--- src/rtl/fpit_pkg.sv ---
package fpit_pkg;

  typedef enum logic [2:0] {
    OP_ADD  = 3'd0,
    OP_SUB  = 3'd1,
    OP_MUL  = 3'd2,
    OP_MOV  = 3'd3,
    OP_CMP  = 3'd4,
    OP_DIV  = 3'd5,
    OP_SQRT = 3'd6,
    OP_RSVD = 3'd7
  } fpit_op_e;

  function automatic int unsigned fpit_max(input int unsigned a, input int unsigned b);
    return (a > b) ? a : b;
  endfunction

endpackage

--- src/rtl/fpit_latency.sv ---
// Maps an operation class and precision to its execute latency.
module fpit_latency
  import fpit_pkg::*;
#(
  parameter int CNT_W       = 4,
  parameter int LAT_ARITH   = 4,
  parameter int LAT_MOVE    = 1,
  parameter int LAT_DIV_SP  = 8,
  parameter int LAT_DIV_DP  = 12,
  parameter int LAT_SQRT_SP = 10,
  parameter int LAT_SQRT_DP = 13
) (
  input  logic [2:0]       op,
  input  logic             dbl,
  output logic [CNT_W-1:0] lat
);

  always_comb begin
    case (fpit_op_e'(op))
      OP_ADD, OP_SUB, OP_MUL: lat = CNT_W'(LAT_ARITH);
      OP_MOV, OP_CMP:         lat = CNT_W'(LAT_MOVE);
      OP_DIV:                 lat = dbl ? CNT_W'(LAT_DIV_DP)  : CNT_W'(LAT_DIV_SP);
      OP_SQRT:                lat = dbl ? CNT_W'(LAT_SQRT_DP) : CNT_W'(LAT_SQRT_SP);
      default:                lat = CNT_W'(LAT_MOVE);
    endcase
  end

endmodule

--- src/rtl/fpit_read_stage.sv ---
// Single-entry read stage holding one decoded instruction.
module fpit_read_stage #(
  parameter int TAG_W = 8
) (
  input  logic             clk,
  input  logic             rst,
  input  logic             accept,
  input  logic             dispatch,
  input  logic [2:0]       in_op,
  input  logic             in_dbl,
  input  logic [TAG_W-1:0] in_tag,
  output logic             rd_valid,
  output logic [2:0]       rd_op,
  output logic             rd_dbl,
  output logic [TAG_W-1:0] rd_tag
);

  always_ff @(posedge clk) begin
    if (rst) begin
      rd_valid <= 1'b0;
    end else if (accept) begin
      rd_valid <= 1'b1;
    end else if (dispatch) begin
      rd_valid <= 1'b0;
    end
  end

  // Payload carries no reset; it is only meaningful while rd_valid is set.
  always_ff @(posedge clk) begin
    if (accept) begin
      rd_op  <= in_op;
      rd_dbl <= in_dbl;
      rd_tag <= in_tag;
    end
  end

endmodule

--- src/rtl/fpit_div_unit.sv ---
// Occupancy counter of the single iterative divide unit.
module fpit_div_unit #(
  parameter int CNT_W = 4
) (
  input  logic             clk,
  input  logic             rst,
  input  logic             start,
  input  logic [CNT_W-1:0] lat,
  output logic [CNT_W-1:0] remaining
);

  // remaining reads 1 during the last execute cycle of the divide in the unit.
  always_ff @(posedge clk) begin
    if (rst) begin
      remaining <= '0;
    end else if (start) begin
      remaining <= lat;
    end else if (remaining != '0) begin
      remaining <= remaining - CNT_W'(1);
    end
  end

endmodule

--- src/rtl/fpit_slot_table.sv ---
// In-order table of in-flight instructions with a latency counter per slot.
module fpit_slot_table #(
  parameter int SLOTS = 4,
  parameter int TAG_W = 8,
  parameter int CNT_W = 4,
  parameter int OCC_W = 3
) (
  input  logic             clk,
  input  logic             rst,
  input  logic             push,
  input  logic [TAG_W-1:0] push_tag,
  input  logic [CNT_W-1:0] push_lat,
  output logic             retire,
  output logic [TAG_W-1:0] retire_tag,
  output logic [OCC_W-1:0] occ
);

  localparam int PTR_W = (SLOTS > 1) ? $clog2(SLOTS) : 1;

  logic [TAG_W-1:0] tag_mem [SLOTS];
  logic [CNT_W-1:0] cnt_q   [SLOTS];
  logic [SLOTS-1:0] live_q;
  logic [SLOTS-1:0] done_vec;
  logic [PTR_W-1:0] head_q, tail_q;

  function automatic logic [PTR_W-1:0] ptr_next(input logic [PTR_W-1:0] p);
    return (p == PTR_W'(SLOTS - 1)) ? '0 : p + PTR_W'(1);
  endfunction

  // A slot is done once its counter has drained to zero.
  for (genvar g = 0; g < SLOTS; g++) begin : g_done
    assign done_vec[g] = live_q[g] && (cnt_q[g] == '0);
  end

  // Only the oldest slot may leave, which keeps write-back in issue order.
  assign retire     = done_vec[head_q];
  assign retire_tag = tag_mem[head_q];

  // Tag store: one write port, asynchronous read of the head entry.
  always_ff @(posedge clk) begin
    if (push) begin
      tag_mem[tail_q] <= push_tag;
    end
  end

  always_ff @(posedge clk) begin
    if (rst) begin
      live_q <= '0;
      head_q <= '0;
      tail_q <= '0;
      occ    <= '0;
      for (int i = 0; i < SLOTS; i++) begin
        cnt_q[i] <= '0;
      end
    end else begin
      for (int i = 0; i < SLOTS; i++) begin
        if (push && (tail_q == PTR_W'(i))) begin
          // A push onto the slot retiring this cycle wins that slot.
          live_q[i] <= 1'b1;
          cnt_q[i]  <= push_lat - CNT_W'(1);
        end else if (retire && (head_q == PTR_W'(i))) begin
          live_q[i] <= 1'b0;
        end else if (live_q[i] && (cnt_q[i] != '0)) begin
          cnt_q[i] <= cnt_q[i] - CNT_W'(1);
        end
      end
      if (push) begin
        tail_q <= ptr_next(tail_q);
      end
      if (retire) begin
        head_q <= ptr_next(head_q);
      end
      case ({push, retire})
        2'b10:   occ <= occ + OCC_W'(1);
        2'b01:   occ <= occ - OCC_W'(1);
        default: occ <= occ;
      endcase
    end
  end

endmodule

--- src/rtl/fpit_tracker.sv ---
// Issue, dispatch and in-order retirement control for a floating-point coprocessor pipeline.
module fpit_tracker
  import fpit_pkg::*;
#(
  parameter int TAG_W       = 8,
  parameter int SLOTS       = 4,
  parameter int LAT_ARITH   = 4,
  parameter int LAT_MOVE    = 1,
  parameter int LAT_DIV_SP  = 8,
  parameter int LAT_DIV_DP  = 12,
  parameter int LAT_SQRT_SP = 10,
  parameter int LAT_SQRT_DP = 13
) (
  input  logic             clk,
  input  logic             rst,
  input  logic             issue_valid,
  output logic             issue_ready,
  input  logic [2:0]       issue_op,
  input  logic             issue_dbl,
  input  logic [TAG_W-1:0] issue_tag,
  output logic             wb_valid,
  output logic [TAG_W-1:0] wb_tag
);

  localparam int LAT_MAX = fpit_max(fpit_max(fpit_max(LAT_ARITH, LAT_MOVE),
                                             fpit_max(LAT_DIV_SP, LAT_DIV_DP)),
                                    fpit_max(LAT_SQRT_SP, LAT_SQRT_DP));
  localparam int CNT_W   = $clog2(LAT_MAX + 1);
  localparam int OCC_W   = $clog2(SLOTS + 1);

  logic             rd_valid;
  logic [2:0]       rd_op;
  logic             rd_dbl;
  logic [TAG_W-1:0] rd_tag;
  logic [CNT_W-1:0] rd_lat;
  logic [CNT_W-1:0] div_rem;
  logic             div_blocked;
  logic             rd_is_div;
  logic             slot_free;
  logic             retire;
  logic [TAG_W-1:0] retire_tag;
  logic [OCC_W-1:0] occ;
  logic             dispatch;
  logic             accept;

  fpit_read_stage #(.TAG_W(TAG_W)) u_rd (
    .clk      (clk),
    .rst      (rst),
    .accept   (accept),
    .dispatch (dispatch),
    .in_op    (issue_op),
    .in_dbl   (issue_dbl),
    .in_tag   (issue_tag),
    .rd_valid (rd_valid),
    .rd_op    (rd_op),
    .rd_dbl   (rd_dbl),
    .rd_tag   (rd_tag)
  );

  fpit_latency #(
    .CNT_W       (CNT_W),
    .LAT_ARITH   (LAT_ARITH),
    .LAT_MOVE    (LAT_MOVE),
    .LAT_DIV_SP  (LAT_DIV_SP),
    .LAT_DIV_DP  (LAT_DIV_DP),
    .LAT_SQRT_SP (LAT_SQRT_SP),
    .LAT_SQRT_DP (LAT_SQRT_DP)
  ) u_lat (
    .op  (rd_op),
    .dbl (rd_dbl),
    .lat (rd_lat)
  );

  fpit_div_unit #(.CNT_W(CNT_W)) u_div (
    .clk       (clk),
    .rst       (rst),
    .start     (dispatch && rd_is_div),
    .lat       (rd_lat),
    .remaining (div_rem)
  );

  fpit_slot_table #(
    .SLOTS (SLOTS),
    .TAG_W (TAG_W),
    .CNT_W (CNT_W),
    .OCC_W (OCC_W)
  ) u_tab (
    .clk        (clk),
    .rst        (rst),
    .push       (dispatch),
    .push_tag   (rd_tag),
    .push_lat   (rd_lat),
    .retire     (retire),
    .retire_tag (retire_tag),
    .occ        (occ)
  );

  // the divide unit frees up for a successor in its last execute cycle.
  assign rd_is_div   = (rd_op == OP_DIV);
  assign div_blocked = (div_rem > CNT_W'(1));
  // a slot is available if the table is short or its head leaves this cycle.
  assign slot_free   = (occ != OCC_W'(SLOTS)) || retire;
  assign dispatch    = rd_valid && slot_free && !(rd_is_div && div_blocked);

  assign issue_ready = !rd_valid || dispatch;
  assign accept      = issue_valid && issue_ready;

  // Write-back register.
  always_ff @(posedge clk) begin
    if (rst) begin
      wb_valid <= 1'b0;
    end else begin
      wb_valid <= retire;
    end
  end

  always_ff @(posedge clk) begin
    if (retire) begin
      wb_tag <= retire_tag;
    end
  end

endmodule

--- config.mk ---
export PLATFORM = sky130hd
export DESIGN_NAME = fpit_tracker
export DESIGN_NICKNAME = d
export VERILOG_FILES = /design/src/rtl/fpit_pkg.sv /design/src/rtl/fpit_latency.sv /design/src/rtl/fpit_read_stage.sv /design/src/rtl/fpit_div_unit.sv /design/src/rtl/fpit_slot_table.sv /design/src/rtl/fpit_tracker.sv
export SDC_FILE = /design/constraint.sdc
export NUM_CORES = 1
export LEC_CHECK = 0
export ABC_AREA = 1
export BUFFER_PORTS_ARGS = -buffer_cell sky130_fd_sc_hd__clkbuf_2
export CAP_MARGIN = 20
export CELL_PAD_IN_SITES_DETAIL_PLACEMENT = 1
export CELL_PAD_IN_SITES_GLOBAL_PLACEMENT = 1
export CORE_MARGIN = 1
export CORE_UTILIZATION = 30
export DETAILED_ROUTE_END_ITERATION = 12
export GPL_ROUTABILITY_DRIVEN = 0
export GPL_TIMING_DRIVEN = 1
export PLACE_DENSITY = 0.52
export RECOVER_POWER = 50
export SYNTH_ARGS = -nofsm -noshare
export SYNTH_HDL_FRONTEND = slang
export SYNTH_SLANG_ARGS = --single-unit
--- constraint.sdc ---
create_clock -name clk -period 2.5 [get_ports clk]
set_input_delay 0.125 -clock clk [delete_from_list [all_inputs] [get_ports clk]]
set_output_delay 0.125 -clock clk [all_outputs]
set_load 0.02 [all_outputs]
## Word-level counts from Yosys, hierarchy flattened

Memories as Yosys holds them, arrays and structs flattened. A register that Yosys moved wholly into a read port is not among the register bits.
Index checks and enable logic that the tools add are counted.

- Memory bits (writable): 48
- Flip-flop bits (word level): 29
- Logic and storage cells: 157
- Output and inout bits: 10
- Memories kept: 2
- Input bits: 15

- $lt $le $gt $ge: 2
- Mux-type cells: 64
- Eq/ne operators: 13
- Bitwise gates (word level): 8
- Reduce and logical (&&, ||, !) cells: 45
- Add/sub/neg operators: 10

Memories:

| memory | words | width | rd ports | clocked after memory_dff | write ports | RTL line | source |
|---|---|---|---|---|---|---|---|
| u_tab.tag_mem | 4 | 8 | 1 | 1 | 1 | fpit_slot_table.sv:20 | `logic [TAG_W-1:0] tag_mem [SLOTS];` |
| u_tab.cnt_q | 4 | 4 | 4 | 0 | 4 | fpit_slot_table.sv:21 | `logic [CNT_W-1:0] cnt_q [SLOTS];` |

Operator list:

| cell | number |
|---|---|
| $mux 1 | 47 |
| $mux 4 | 10 |
| $sub 4x1->4 const B | 6 |
| $logic_and 1x1->1 | 21 |
| $reduce_bool 4->1 | 5 |
| $logic_not 4->1 | 4 |
| $reduce_bool 2->1 | 7 |
| $pmux 4 s3 | 1 |
| $eq 2x2->1 const B | 5 |
| $or 1x1->1 | 8 |
| $eq 2x1->1 const B | 3 |
| $eq 3x3->1 const B | 2 |
| $mux 3 | 2 |
| $pmux 3 s2 | 1 |
| $add 2x1->2 const B | 2 |
| $gt 4x1->1 const B | 1 |
| $logic_not 2->1 | 2 |
| $mux 2 | 2 |
| $add 3x1->3 const B | 1 |
| $eq 3x1->1 const B | 1 |
| $eq 3x2->1 const B | 1 |
| $logic_not 3->1 | 1 |
| $lt 2x3->1 const B | 1 |
| $ne 3x3->1 const B | 1 |
| 5 further kinds | 7 |

## Logic depth before layout (Yosys ltp)

An unclocked memory read counts as a cell.

- Depth in word-level cells: 14
- Gate-level depth with buffers: 15
- Depth with buffers taken out: 15

## Modules after synthesis

A second synthesis with hierarchy kept.

- Cells, all modules: 387
- Area total of the unflattened synthesis: 4,072.7 um2

Modules (own cells, without submodules):

| module | sequential area each (um2) | times used | cells an instance | area an instance (um2) |
|---|---|---|---|---|
| fpit_slot_table | 1,701.6 | 1 | 285 | 2,999.1 |
| fpit_read_stage | 380.4 | 1 | 17 | 400.4 |
| fpit_tracker | 260.2 | 1 | 28 | 349.1 |
| fpit_div_unit | 80.1 | 1 | 42 | 260.2 |
| fpit_latency | 0.0 | 1 | 15 | 63.8 |

## Worst setup path after synthesis

Ideal clock, no wire load.

- Path type: flip-flop to flip-flop
- From: memory u_tab.cnt_q[1][0] (netlist: u_tab.cnt_q[0][4])
- To: register u_tab.occ[2]
- Period minus slack after synthesis: 2,223 ps
- Setup slack: 277 ps
- Data arrival time: 2,153 ps
- Setup time: 70 ps
- Path buffers: 0
- Stages on the path, launching flop included: 15
- Required time: 2,430 ps
- Cell sequence: edfxtp_1 > inv_1 > ha_1 > nand3_1 > nand3_4 > nand2_4 > inv_1 > ha_1 > inv_1 > fa_1 > nor2_1 > nor2_1 > nand2_1 > o21ai_0 > a21oi_1

RTL lines:

| element | RTL line | source |
|---|---|---|
| start: declaration | fpit_slot_table.sv:21 |  |
| end signal: assignment | fpit_slot_table.sv:74 | `2'b10: occ <= occ + OCC_W'(1);` |
| end signal: assignment | fpit_slot_table.sv:75 | `2'b01: occ <= occ - OCC_W'(1);` |
| end: declaration | fpit_slot_table.sv:15 | `output logic [OCC_W-1:0] occ` |

==> results.md <==
* Finished Layout Cells at a little over 600
* Clk_skew at 0.004455 ns
* PnR Total Power at 3.755 mW
* Worst Hold Launch: issue_valid
* Area of the multi-input gates at approximately 0.0014 mm²
* Levels on crit path at 15
* Syn Std Cell Area at 0.003978 mm²
* Maximum buffer depth of the clock tree at 2
* Fin worst setup slack at 0.1639 ns
* Max cap viols at 0
* Sequential cell area at 0.002382 mm²
* H-tree Lvls at 3
* Grt met1 use at 0.1978
* Crit path max-delay family: simple AND/OR/NAND/NOR gates
* Reg-to-Reg Start: u_tab.cnt_q[0][4]$_SDFFCE_PN0P_
* Die H at 117.1 µm
* Slowest CP cell: edfxtp_1
* # rows at 41
* VDD IR-drop max at 0.4114 mV
* Number of synthesized flops with an enable pin at 68
* Worst Tran Pin Value at 0.7329 ns
* Fin crit period at 2.336 ns
* Register bit total from synthesis at between 80 and 90
* Worst hold-check path type: input pin to flop
* Outcome: finished, final reports clean
* Setup TNS at 0 ns
* Met2 Usage GRT at 0.2573
* Hold WS at ~0.026 ns
* CTS resizes at 0
* Leak pwr at 1.934 nW
* Avg Vias per Cell at 4.556
* Area grow syn2layout at 20.64%
* Half-perimeter wire length after placement at 6560 µm
* Root buf cell: clkbuf_16
* Crit path launch type: flop
* Die area at between 0.01 and 0.015 mm²
* Post-DRT Antenna Nets at 0
* Worst-path cell chain: inv_1, ha_1, nand3_1, nand3_4, nand2_4, nand2_8, nand2_4, ha_1, inv_1, fa_1, nor2_1, nor2_1, nand2_1, o21ai_0, a21oi_1
* Pins Over Slew Limit at 0
* Final wirelength at 9310 µm
* Ys async rst share at 0
* Share of post-route cells with drive strength above 1 at 0.1435
* Antenna Cells at 0
* Final Hold Fails at 0
* Vias post-DR at 2752
* Yosys Warn Count at 0
* Nets at 463
* Clock transition at the registers of the reported paths at about 0.07 ns
* Arrival time worst endpoint at roughly 2.6 ns
* GRT met3 Usage at 0.02626
* Worst Setup End Kind: flop
* Largest net degree at the start of global routing at 18
* WP data required at 2.78 ns
* Yosys top cell by area: edfxtp_1
* Yosys cell types at 30
* WP buf/inv at 2
* Placed cell count at 574
* Synth top area share at 0.5134
* Drt initial violations at 101
* Final Util at 0.3756
* R2R depth at 15
* Crit path kind: flop to flop
* WL per Instance at 15.41 µm
* Most common flop cell mapped by yosys: edfxtp_1
* DRC at 0
* Fillers at 1426
* GRT busiest layer: met2
* Top post-synthesis cells by area: edfxtp_1 51%, dfxtp_1 8.6%, ha_1 6.3%
* Slew margin rel. at 0.5114
* WHS Endpoint: u_rd.rd_valid$_SDFFE_PP0P_
* Max incr delay on CP at approximately 0.39 ns
* GRT overflow at 0
* Pre-CTS setup slack at ~0.17 ns
* PwrDens at roughly 800 mW/mm²
* Initial antenna violation count at 0
* Hold path depth at 3
* Finished Cell Area at between 0.004 and 0.005 mm²
* Reg-to-reg slack, setup at 0.16 ns
* Placed instance area at 0.004390 mm²
* CTS tree: built
* I/O pins at 25
* Clock Latency Late Sink at around 0.35 ns
* Die width at 117.1 µm
* First-pass GRT wire length at 15240 µm
* Vias in the first global route at 2924
* Synthesized area per cell at 10.75 µm²
* CTS Sinks at between 80 and 90
* Period utilisation layout at 0.9344
* Crit path max fanout at 8
* RR Endpoint: u_tab.occ[2]$_SDFFE_PP0P_
* Core area at between 0.01 and 0.015 mm²
* CTS Buf Count at 9
* Port Buffers at 24
* Highest Clock Rate at approximately 0.43 GHz
* DRT Pass-1 Iters at 4
* Final setup fails at 0
* Mapped Nets at 406
* Total track usage at 0.1559
* Seq/Total Area, Yosys at 0.5989
* Starting Density at 0.3114
* Gate Count Post-Synth at 370
==> flip-flops by register name (all words and copies together) (netlist names) <==
register	count
u_tab.tag_mem	32
u_tab.cnt_q	16
u_rd.rd_tag	8
wb_tag	8
u_div.remaining	4
u_tab.live_q	4
u_rd.rd_op	3
u_tab.occ	3
u_tab.head_q	2
u_tab.tail_q	2
u_rd.rd_dbl	1
u_rd.rd_valid	1
wb_valid	1
==> worst max path at each step <==
| stage | startpoint | to | slack (ns) |
|---|---|---|---|
| after detailed placement | u_tab.cnt_q[0][4]$_SDFFCE_PN0P_ | u_tab.occ[2]$_SDFFE_PP0P_ | 0.17 |
| after CTS | u_tab.cnt_q[0][4]$_SDFFCE_PN0P_ | u_tab.occ[2]$_SDFFE_PP0P_ | 0.13 |
| after floorplan | u_tab.cnt_q[0][4]$_SDFFCE_PN0P_ | u_tab.occ[2]$_SDFFE_PP0P_ | 0.28 |
| after global placement | u_div.remaining[0]$_SDFFE_PP0P_ | u_tab.occ[2]$_SDFFE_PP0P_ | 0.20 |
| after global routing | u_tab.cnt_q[0][4]$_SDFFCE_PN0P_ | u_tab.occ[2]$_SDFFE_PP0P_ | -0.01 |
| final | u_tab.cnt_q[0][4]$_SDFFCE_PN0P_ | u_tab.occ[2]$_SDFFE_PP0P_ | 0.16 |
==> report_power, final <==
part	internal, mW	switching (mW)	total, mW	leakage, nW
Sequential	1.67	0.0801	1.75	0.785
Combinational	0.242	0.393	0.636	1.00
Clock	0.784	0.587	1.37	0.144
Total	2.69	1.06	3.75	1.93
==> layout make-up <==
| cell class | count | share of cell area |
|---|---|---|
| tap | 172 | 0.04485 |
| timing repair buffer | 53 | 0.07249 |
| multi-input combinational | 234 | 0.2897 |
| clock buffer | 10 | 0.04772 |
| clock inverter | 6 | 0.01434 |
| inverter | 44 | 0.03442 |
| sequential | 85 | 0.4965 |
==> cells in the mapped netlist, types with 3 or more instances <==
cell,instances
edfxtp_1,68
nor2_1,50
nand2_1,41
inv_1,40
o21ai_0,27
nand3_1,23
ha_1,20
dfxtp_1,17
a21oi_1,16
o22ai_1,11
xor2_1,8
nand4_1,7
nand3_2,6
nor3_1,6
clkbuf_1,4
inv_2,4
xnor2_1,4
nand2_4,3
==> metal layers <==
layer | part of all wire | routed length, µm | up-vias
li1 | - | - | 1385
met1 | 0.47 | 4396 | 1323
met2 | 0.48 | 4494 | 32
met3 | 0.023 | 216 | 12
met4 | 0.022 | 203 | 0
met5 | 0 | 0 | -
==> tightest hold or removal path, stage by stage <==
cell and delay, ns:
clkbuf_2 0.08, inv_1 0.07, a21oi_1 0.06
==> what timing repair did <==
item | CTS | global route
setup buffers | 0 | 2
hold buffers | 12 | 0
endpoints found under the hold margin | 12 | 0
endpoints found under the setup margin | 0 | 1
==> kinds of logic after synthesis <==
kind of cell,synth area share
AND/OR/NAND/NOR,0.1777
flip-flops,0.5989
AO/OA/AOI/OAI,0.07864
buffers and inverters,0.05032
adder cells (fa/ha/maj),0.06795
XOR/XNOR,0.02642
==> layout by cell type (no fill, tap or decap), drive strengths merged, types with 2 or more instances in the layout <==
cell type    count
dfxtp           17
nand4            7
ha              20
inv             47
nor3             6
edfxtp          68
o22ai           11
a21oi           16
xnor2            4
xor2             8
buf             15
nand2           45
nand3b           2
nand3           30
clkbuf          36
dlygate4sd3     12
o21ai           29
nor2            53
(Power assumes the default switching activity.)
